==> src/rtl/otp_fuse_pkg.sv <==
// Shared register indices, command codes and reset values for the fuse controller.
// Assumes a 32-bit register bus with a word index of three bits.
package otp_fuse_pkg;

    typedef enum logic [2:0] {
        REG_STAT  = 3'd0,
        REG_CFG   = 3'd1,
        REG_ADDR  = 3'd2,
        REG_DATA  = 3'd3,
        REG_CMD   = 3'd4,
        REG_STRAP = 3'd5
    } reg_sel_e;

    typedef enum logic {
        OP_READ = 1'b0,
        OP_PROG = 1'b1
    } op_e;

    localparam logic [31:0] CMD_READ      = 32'h0000_0001;
    localparam logic [31:0] CMD_PROG_ARM  = 32'h0000_00BF;
    localparam logic [31:0] CMD_PROG_FIRE = 32'h0000_007F;

    localparam int CFG_DIS_BIT  = 31;
    localparam int CFG_LOCK_BIT = 30;
    localparam int CFG_BIAS_BIT = 29;

    localparam int STAT_DONE_BIT = 1;

endpackage

==> src/rtl/otp_bit_store.sv <==
// Flop model of the fuse array plus the strap majority voter.
// Programming only ORs a single bit in. Reading is combinational by byte.
// Assumes DEPTH is a power of two and at least 12, so the three strap copies fit.
module otp_bit_store #(
    parameter int DEPTH = 32,
    parameter int AW    = $clog2(DEPTH)
) (
    input  logic                 clk,
    input  logic                 rst_n,
    input  logic                 prog_en,
    input  logic [AW-1:0]        prog_byte,
    input  logic [2:0]           prog_bit,
    input  logic [AW-1:0]        rd_byte_addr,
    output logic [7:0]           rd_byte,
    output logic [31:0]          strap_word,
    output logic [DEPTH*8-1:0]   cells
);

    localparam int NB = DEPTH * 8;
    localparam int IW = AW + 3;

    logic [NB-1:0] cells_q;
    logic [IW-1:0] prog_idx;

    assign prog_idx = {prog_byte, prog_bit};

    // Burn one bit on a program pulse; reset stands for a blank part.
    always_ff @(posedge clk) begin
        if (!rst_n) begin
            cells_q <= '0;
        end else if (prog_en) begin
            cells_q[prog_idx] <= 1'b1;
        end
    end

    // Byte view for the read command.
    assign rd_byte = cells_q[{rd_byte_addr, 3'b000} +: 8];

    // Bitwise two-of-three vote across the three stored strap copies.
    for (genvar gi = 0; gi < 32; gi++) begin : g_vote
        logic c0, c1, c2;
        assign c0 = cells_q[gi];
        assign c1 = cells_q[32 + gi];
        assign c2 = cells_q[64 + gi];
        assign strap_word[gi] = (c0 & c1) | (c0 & c2) | (c1 & c2);
    end

    assign cells = cells_q;

endmodule

==> src/rtl/otp_cmd_seq.sv <==
// Command sequencer. It decodes writes to the command register, enforces the
// arm/fire pair for programming, and runs a fixed busy window. At the end of the
// window it emits one completion pulse.
// Assumes BUSY_CYC >= 1. Writes that arrive while busy are dropped entirely.
module otp_cmd_seq
    import otp_fuse_pkg::*;
#(
    parameter int AW       = 5,
    parameter int BUSY_CYC = 4
) (
    input  logic          clk,
    input  logic          rst_n,
    input  logic          cmd_wr,
    input  logic [31:0]   cmd_wdata,
    input  logic [AW-1:0] sel_byte,
    input  logic [2:0]    sel_bit,
    output logic          ready,
    output logic          done,
    output logic          done_read,
    output logic          prog_en,
    output logic [AW-1:0] op_byte,
    output logic [2:0]    op_bit,
    output logic [31:0]   cmd_last
);

    localparam int CW = $clog2(BUSY_CYC + 1);

    logic [31:0]   cmd_q;
    logic          busy_q;
    logic [CW-1:0] cnt_q;
    op_e           op_q;
    logic [AW-1:0] byte_q;
    logic [2:0]    bit_q;
    logic          accept, start_rd, start_pg;

    // Decode a command write that arrives while idle.
    always_comb begin
        accept   = cmd_wr & ~busy_q;
        start_rd = accept & (cmd_wdata == CMD_READ);
        start_pg = accept & (cmd_q == CMD_PROG_ARM) & (cmd_wdata == CMD_PROG_FIRE);
    end

    // Remember the last accepted command word (the arm state lives here).
    always_ff @(posedge clk) begin
        if (!rst_n) begin
            cmd_q <= '0;
        end else if (accept) begin
            cmd_q <= cmd_wdata;
        end
    end

    // Busy window counter plus capture of the operation and its target.
    always_ff @(posedge clk) begin
        if (!rst_n) begin
            busy_q <= 1'b0;
            cnt_q  <= '0;
            op_q   <= OP_READ;
            byte_q <= '0;
            bit_q  <= '0;
        end else if (start_rd || start_pg) begin
            busy_q <= 1'b1;
            cnt_q  <= CW'(BUSY_CYC - 1);
            op_q   <= start_pg ? OP_PROG : OP_READ;
            byte_q <= sel_byte;
            bit_q  <= sel_bit;
        end else if (busy_q) begin
            if (cnt_q == '0) begin
                busy_q <= 1'b0;
            end else begin
                cnt_q <= cnt_q - 1'b1;
            end
        end
    end

    assign ready     = ~busy_q;
    assign done      = busy_q & (cnt_q == '0);
    assign done_read = done & (op_q == OP_READ);
    assign prog_en   = done & (op_q == OP_PROG);
    assign op_byte   = byte_q;
    assign op_bit    = bit_q;
    assign cmd_last  = cmd_q;

endmodule

==> src/rtl/otp_fuse_ctrl.sv <==
// Top of the fuse controller. It holds the register file (status, config,
// address, data), decodes the bus, and ties the sequencer to the bit store.
// Assumes single-cycle bus accesses. Read data and the error flag are combinational.
module otp_fuse_ctrl
    import otp_fuse_pkg::*;
#(
    parameter int          DEPTH        = 32,
    parameter int          BUSY_CYC     = 4,
    parameter logic [7:0]  LOCK_RO_MASK = 8'hF0
) (
    input  logic        clk,
    input  logic        rst_n,
    input  logic        bus_req,
    input  logic        bus_we,
    input  logic [2:0]  bus_addr,
    input  logic [31:0] bus_wdata,
    output logic [31:0] bus_rdata,
    output logic        bus_err
);

    localparam int AW  = $clog2(DEPTH);
    localparam int ADW = AW + 3;

    logic             wr_stat, wr_cfg, wr_addr, wr_data, wr_cmd;
    logic             unmapped, rd_cmd;
    logic             seq_ready, seq_done, seq_done_read, seq_prog;
    logic [AW-1:0]    op_byte;
    logic [2:0]       op_bit;
    logic [31:0]      cmd_last;
    logic [7:0]       rd_byte;
    logic [31:0]      strap_word;
    logic [DEPTH*8-1:0] cells;

    logic             rd_done_q;
    logic [15:0]      stat_rw_q;
    logic             cfg_dis_q, cfg_lock_q, cfg_bias_q;
    logic [7:0]       plock_q, rlock_q;
    logic [ADW-1:0]   addr_q;
    logic [31:0]      data_q;

    // Bus decode into per-register write strobes and the error conditions.
    always_comb begin
        wr_stat  = bus_req & bus_we & (bus_addr == REG_STAT);
        wr_cfg   = bus_req & bus_we & (bus_addr == REG_CFG);
        wr_addr  = bus_req & bus_we & (bus_addr == REG_ADDR);
        wr_data  = bus_req & bus_we & (bus_addr == REG_DATA);
        wr_cmd   = bus_req & bus_we & (bus_addr == REG_CMD);
        unmapped = (bus_addr > REG_STRAP);
        rd_cmd   = ~bus_we & (bus_addr == REG_CMD);
        bus_err  = bus_req & (unmapped | rd_cmd);
    end

    otp_cmd_seq #(
        .AW       (AW),
        .BUSY_CYC (BUSY_CYC)
    ) i_seq (
        .clk       (clk),
        .rst_n     (rst_n),
        .cmd_wr    (wr_cmd),
        .cmd_wdata (bus_wdata),
        .sel_byte  (addr_q[ADW-1:3]),
        .sel_bit   (addr_q[2:0]),
        .ready     (seq_ready),
        .done      (seq_done),
        .done_read (seq_done_read),
        .prog_en   (seq_prog),
        .op_byte   (op_byte),
        .op_bit    (op_bit),
        .cmd_last  (cmd_last)
    );

    otp_bit_store #(
        .DEPTH (DEPTH),
        .AW    (AW)
    ) i_store (
        .clk          (clk),
        .rst_n        (rst_n),
        .prog_en      (seq_prog),
        .prog_byte    (op_byte),
        .prog_bit     (op_bit),
        .rd_byte_addr (op_byte),
        .rd_byte      (rd_byte),
        .strap_word   (strap_word),
        .cells        (cells)
    );

    // Status: read-done is set on completion (set wins) and cleared by writing 1.
    always_ff @(posedge clk) begin
        if (!rst_n) begin
            rd_done_q <= 1'b0;
            stat_rw_q <= '0;
        end else begin
            if (seq_done) begin
                rd_done_q <= 1'b1;
            end else if (wr_stat && bus_wdata[STAT_DONE_BIT]) begin
                rd_done_q <= 1'b0;
            end
            if (wr_stat) begin
                stat_rw_q <= bus_wdata[31:16];
            end
        end
    end

    // Config: sticky disable and lock, a plain bias bit, lock fields with protected bits.
    always_ff @(posedge clk) begin
        if (!rst_n) begin
            cfg_dis_q  <= 1'b0;
            cfg_lock_q <= 1'b0;
            cfg_bias_q <= 1'b1;
            plock_q    <= '0;
            rlock_q    <= '0;
        end else if (wr_cfg) begin
            cfg_dis_q  <= cfg_dis_q  | bus_wdata[CFG_DIS_BIT];
            cfg_lock_q <= cfg_lock_q | bus_wdata[CFG_LOCK_BIT];
            cfg_bias_q <= bus_wdata[CFG_BIAS_BIT];
            plock_q    <= (plock_q & LOCK_RO_MASK) | (bus_wdata[7:0]  & ~LOCK_RO_MASK);
            rlock_q    <= (rlock_q & LOCK_RO_MASK) | (bus_wdata[15:8] & ~LOCK_RO_MASK);
        end
    end

    // Address register keeps only the byte and bit-position fields.
    always_ff @(posedge clk) begin
        if (!rst_n) begin
            addr_q <= '0;
        end else if (wr_addr) begin
            addr_q <= bus_wdata[ADW-1:0];
        end
    end

    // Data register: loaded by a finished read (wins), otherwise software-writable.
    always_ff @(posedge clk) begin
        if (!rst_n) begin
            data_q <= '0;
        end else if (seq_done_read) begin
            data_q <= {24'd0, rd_byte};
        end else if (wr_data) begin
            data_q <= bus_wdata;
        end
    end

    // Read mux; the command register and unmapped words return zero.
    always_comb begin
        bus_rdata = '0;
        if (bus_req && !bus_we) begin
            case (bus_addr)
                REG_STAT:  bus_rdata = {stat_rw_q, 14'd0, rd_done_q, seq_ready};
                REG_CFG:   bus_rdata = {cfg_dis_q, cfg_lock_q, cfg_bias_q, 13'd0, rlock_q, plock_q};
                REG_ADDR:  bus_rdata = {{(32-ADW){1'b0}}, addr_q};
                REG_DATA:  bus_rdata = data_q;
                REG_STRAP: bus_rdata = strap_word;
                default:   bus_rdata = '0;
            endcase
        end
    end

endmodule

==> config.mk <==
export PLATFORM = sky130hd
export DESIGN_NAME = otp_fuse_ctrl
export DESIGN_NICKNAME = d
export VERILOG_FILES = /design/src/rtl/otp_fuse_pkg.sv /design/src/rtl/otp_bit_store.sv /design/src/rtl/otp_cmd_seq.sv /design/src/rtl/otp_fuse_ctrl.sv
export SDC_FILE = /design/constraint.sdc
export NUM_CORES = 1
export LEC_CHECK = 0
export BUFFER_PORTS_ARGS = -buffer_cell sky130_fd_sc_hd__buf_2
export CAP_MARGIN = 40
export CORE_ASPECT_RATIO = 0.6
export CORE_MARGIN = 8
export CORE_UTILIZATION = 30
export DETAILED_ROUTE_END_ITERATION = 7
export HOLD_SLACK_MARGIN = 0.15
export PLACE_DENSITY = 0.56
export SLEW_MARGIN = 30
export SYNTH_ARGS = -nofsm -noshare
export SYNTH_HDL_FRONTEND = slang
export SYNTH_SLANG_ARGS = --single-unit
export TNS_END_PERCENT = 50
==> constraint.sdc <==
create_clock -name clk -period 2.1 [get_ports clk]
set_input_delay 0.105 -clock clk [delete_from_list [all_inputs] [get_ports clk]]
set_output_delay 0.105 -clock clk [all_outputs]
set_load 0.01 [all_outputs]
Word-level counts from Yosys, hierarchy flattened --
Index checks and enable logic that the tools add are counted.
Operators by class: $lt $le $gt $ge 3, eq/ne operators 9, bitwise logic cells 186, shifts and indexed selects 1, $add $sub $neg 1, muxes and demuxes 15, reductions and logical operators 14
Operators by type and width (number):
- $or A256 B256 Y256 | 1
- $shiftx A256 B9 Y8 | 1
- $pmux W32 S5 | 1
- $and A1 B1 Y1 | 111
- $or A1 B1 Y1 | 67
- $eq A32 B1 Y1 const B | 1
- $eq A32 B7 Y1 const B | 1
- $eq A32 B8 Y1 const B | 1
- $mux W32 | 1
- $mux W8 | 2
- $or A8 B4 Y8 | 2
- $lt A8 B9 Y1 const B | 1
- $demux W1 S8 | 1
- $ge A8 B1 Y1 const B | 1
- $mux W1 | 7
- $eq A3 B2 Y1 const B | 2
- $eq A3 B3 Y1 const B | 2
- $logic_not A3 Y1 | 2
- $mux W2 | 3
- $reduce_bool A2 Y1 | 3
- $not A1 Y1 | 5
- $reduce_and A2 Y1 | 2
- $reduce_or A2 Y1 | 2
- $eq A3 B1 Y1 const B | 1
- other kinds (6) | 8
Word-level totals: output and inout bits 33, bits in registers 377, logic and storage cells 247

Logic depth before layout (Yosys ltp) --
depth in word-level cells 8, gate-level depth with buffers 10

Hierarchy --
Synthesis repeated with hierarchy kept, for this count alone.
Unflattened totals: cells, all modules 1828, area total of the unflattened synthesis 17586.9 sq um
By module, submodules not included:
- otp_bit_store | times used 1, cells each 1077, area each 11587.4 sq um
- otp_fuse_ctrl | times used 1, cells each 499, area each 3910.0 sq um
- otp_cmd_seq | times used 1, cells each 252, area each 2089.5 sq um

Worst setup path before layout --
Ideal clock, no wire load.
path type flip-flop to flip-flop, start register i_seq.byte_q[2], in the netlist i_seq.op_byte[2], end register data_q[4], buffers on the path 2, required time 1.985 ns, period minus slack after synthesis 1.945 ns, stages on the path, launching flop included 8, arrival 1.829 ns, path slack 0.155 ns, library setup time 0.115 ns, path through dfxtp_1 > buf_6 > buf_12 > mux4_1 > mux2_2 > a221oi_1 > o31ai_1 > and3_1
On the way: cells in the longest elaborated chain, start to end 2
RTL lines:
- from (decl) | RTL line otp_cmd_seq.sv:32 | logic [AW-1:0] byte_q;
- from (signal assigned) | RTL line otp_cmd_seq.sv:64 | byte_q <= sel_byte;
- $shiftx A256 B9 Y8 | RTL line otp_bit_store.sv:37 | assign rd_byte = cells_q[{rd_byte_addr, 3'b000} +: 8];
- $mux W8 | RTL line otp_fuse_ctrl.sv:134 | end else if (seq_done_read) begin
- to (signal assigned) | RTL line otp_fuse_ctrl.sv:135 | data_q <= {24'd0, rd_byte};
- to (signal assigned) | RTL line otp_fuse_ctrl.sv:137 | data_q <= bus_wdata;
- to (decl) | RTL line otp_fuse_ctrl.sv:39 | logic [31:0] data_q;
No other way between the ends. A chain may end at the register's enable or synchronous reset.

Final worst setup path --
start register i_seq.byte_q[2], in the netlist i_seq.op_byte[2], end register data_q[1]
Same word-level chain as after synthesis.

==> metrics.txt <==
crit path time final=2.14 ns; # clock sinks=369; sequential standard cell area=0.00740 mm²; Max Fclk=468 MHz; CP endpoint kind=flip-flop; Die X=between 300 and 400 µm; CP max FO=7; reg2reg setup slack=-0.04 ns; fin crit share=102%; WS Path Type=flip-flop to flip-flop; Place WS=-0.0864 ns; RSZ-0062 raised after global routing=true; Seq/Total Area, Yosys=45.5%; Post-Layout Inst Area=0.0198 mm²; Worst Hold Launch=rst_n; Max IR drop VDD=0.913 mV; final net count=roughly 1.9k; Routed Antenna Nets=0; CTS max path bufs=3; main flop type after synthesis=dfxtp_1; Seq cells post-synth=approximately 370; Multi-input gate area=0.00837 mm²; Final Util=roughly 37%; largest net degree at the start of global routing=between 80 and 90; dpl cell area=approximately 0.018 mm²; clk slew on worst S/H paths=0.06 ns; Setup Skew=about 0.024 ns; die area=0.0621 mm²; residual DRC count=0; Tot Pwr=14.0 mW; Port Buffers=71; H-Tree Level Count=2; top post-synthesis cells by area=dfxtp_1, o21a_1, mux4_2; Crit path arrival time=between 2 and 3 ns; area grow syn2layout=21.9%; reg2reg start=i_seq.op_byte[2]; hold path endpoint=i_store.cells[7]; worst reg-to-reg path cell count=6; drt via density=approximately 5.3; Worst-Margin Slew=0.605 ns; CTS Buf Count=36; TritonRoute pass-1 iters=5; CTS tree=done; failing checks=setup timing; PwrDens=705 mW/mm²; Cell variety after synth=54; Final Hold Fails=0; mapped cell area=0.0163 mm²; GPL Wtd Cong=~0.9; Root Driver=clkbuf_16; Post-synth top cells=dfxtp_1, nor2_1, nand2_1; Hold/Removal Path Class=primary input to flip-flop; post-route setup slack=-0.0372 ns; Final Hold Slack=0.164 ns; clk_lat worst skew=0.53 ns; Initial Util=roughly 30%; fill count=5468; MaxCap Viol Count=0; row cnt=66; EDFF count, synth=0; WL/cell=between 20 and 25 µm; final setup fails=3; Pleak=6.84 nW; 1st-iter DRT viols=1294; area leader, netlist=dfxtp_1; share of layout cells above drive strength 1=19.0%; grt ovf=0; Ys Warns=0; syn avg cell area=~9.2 µm²; crit path launch type=flip-flop; status=finished, violations left; Cells after Synth=1770; Die Y=just under 200 µm; Worst EP required=2.52 ns; Slew HR=59.5%; worst hold path cell count=2; Post-Syn Nets=between 1.5k and 2k; Post-Route WL=around 56000 µm; Slew Viols, Final=0; RR Endpoint=data_q[1]; vias in the first global route=13.2k; # diodes=0; overall routing resource usage=17.4%; top-count cell post-synth=dfxtp_1; initial antenna violation count=2; core area=0.0538 mm²; total number of vias=14.0k; Critical Path Start=i_seq.op_byte[2]; IO Pins=72; hpwl dp=between 40000 and 50000 µm; Yosys top cell area share=45.5%; first-pass GRT wire length=84100 µm; FFs w/ async S/R, synth=0%
stage by stage:
step,setup TNS (ns),std cells
2_1_floorplan,0,1770
6_report,-0.0651,2644
3_3_place_gp,-0.412,2540
5_1_grt,-0.190,2644
4_1_cts,-0.0181,2636
3_5_place_dp,-0.511,2541
cell families after synthesis:
| kind of cell | Yosys count | share of synthesized area (%) |
|---|---|---|
| xor gates and xnor gates | 2 | 0.108 |
| DFF | 369 | 45.5 |
| AOI/OAI and AO/OA | 429 | 17.5 |
| buffers and inverters | 151 | 3.90 |
| and+or+nand+nor | 668 | 18.3 |
| adders and majority gates | 34 | 2.13 |
| muxes | 117 | 12.7 |
power breakdown:
| group | internal [mW] | total [mW] | switching [mW] |
|---|---|---|---|
| Clock | 3.63 | 6.43 | 2.80 |
| Combinational | 0.193 | 0.518 | 0.325 |
| Sequential | 7.02 | 7.03 | 0.0136 |
| Total | 10.8 | 14.0 | 3.14 |
worst max-delay path, stage by stage (launching register included):
cell and delay [ns]:
dfxtp_4 0.46, buf_4 0.15, mux4_2 0.58, mux2_2 0.32, a221oi_2 0.26, o31ai_1 0.09
and3_1 0.17
how the worst max path moves through the flow:
stage                      endpoint  slack [ns]  cells past startpoint
after floorplan           data_q[4]        0.16                      7
after global placement    data_q[5]       -0.12                      6
after detailed placement  data_q[3]       -0.09                      6
after CTS                 data_q[5]       -0.02                      6
after global routing      data_q[5]       -0.06                      6
final                     data_q[1]       -0.04                      6
timing repair:
action                     CTS  global route
hold endpoints to repair   100             0
hold buffers                32             0
setup endpoints to repair   15            61
setup buffers                2             6
pin swaps                    1             9
gates resized for setup     18            23
placed cells by master (no fill, tap or decap), types with 6 or more instances in the layout:
master         instances
a21boi_0              34
a21oi_1              145
a22oi_1               26
a31oi_1                9
and3_1                 7
buf_12                20
buf_2                 72
buf_4                108
buf_6                  6
clkbuf_1              11
clkbuf_16             38
clkbuf_8               6
dfxtp_1              366
dlygate4sd3_1         32
inv_1                  9
maj3_1                32
mux2_2                12
mux2i_1               33
mux4_2                61
nand2_1              211
nand2b_1               8
nand3_1               14
nand4_1                7
nor2_1               270
nor2b_1               92
nor3_1                13
nor4_1                 9
o21a_1               177
o22ai_1               13
o31ai_1                6
flip-flops by register name, summed over array words and instances (netlist names), 3 cells and up:
name            count
stat_rw_q          16
i_seq.cmd_last     32
plock_q             4
data_q             32
addr_q              8
i_store.cells     256
i_seq.op_byte       5
rlock_q             4
i_seq.op_bit        3
i_seq.cnt_q         3
routing by layer:
layer	vias to the layer above	part of all wire, %	track usage (%)
met2	577	38	22.3
met4	0	1.5	3.26
met3	70	9.8	4.22
li1	6426	-	-
met1	6908	51	28.4
met5	-	0	0
cell type report:
type / count / area share (%)
clock inverter: 7 / 0.354
clock buffer: 54 / 5.35
multi-input combinational: 1250 / 42.2
inverter: 9 / 0.170
tap: 714 / 4.51
timing repair buffer: 241 / 10.1
sequential: 369 / 37.3
(Power assumes the default switching activity.)
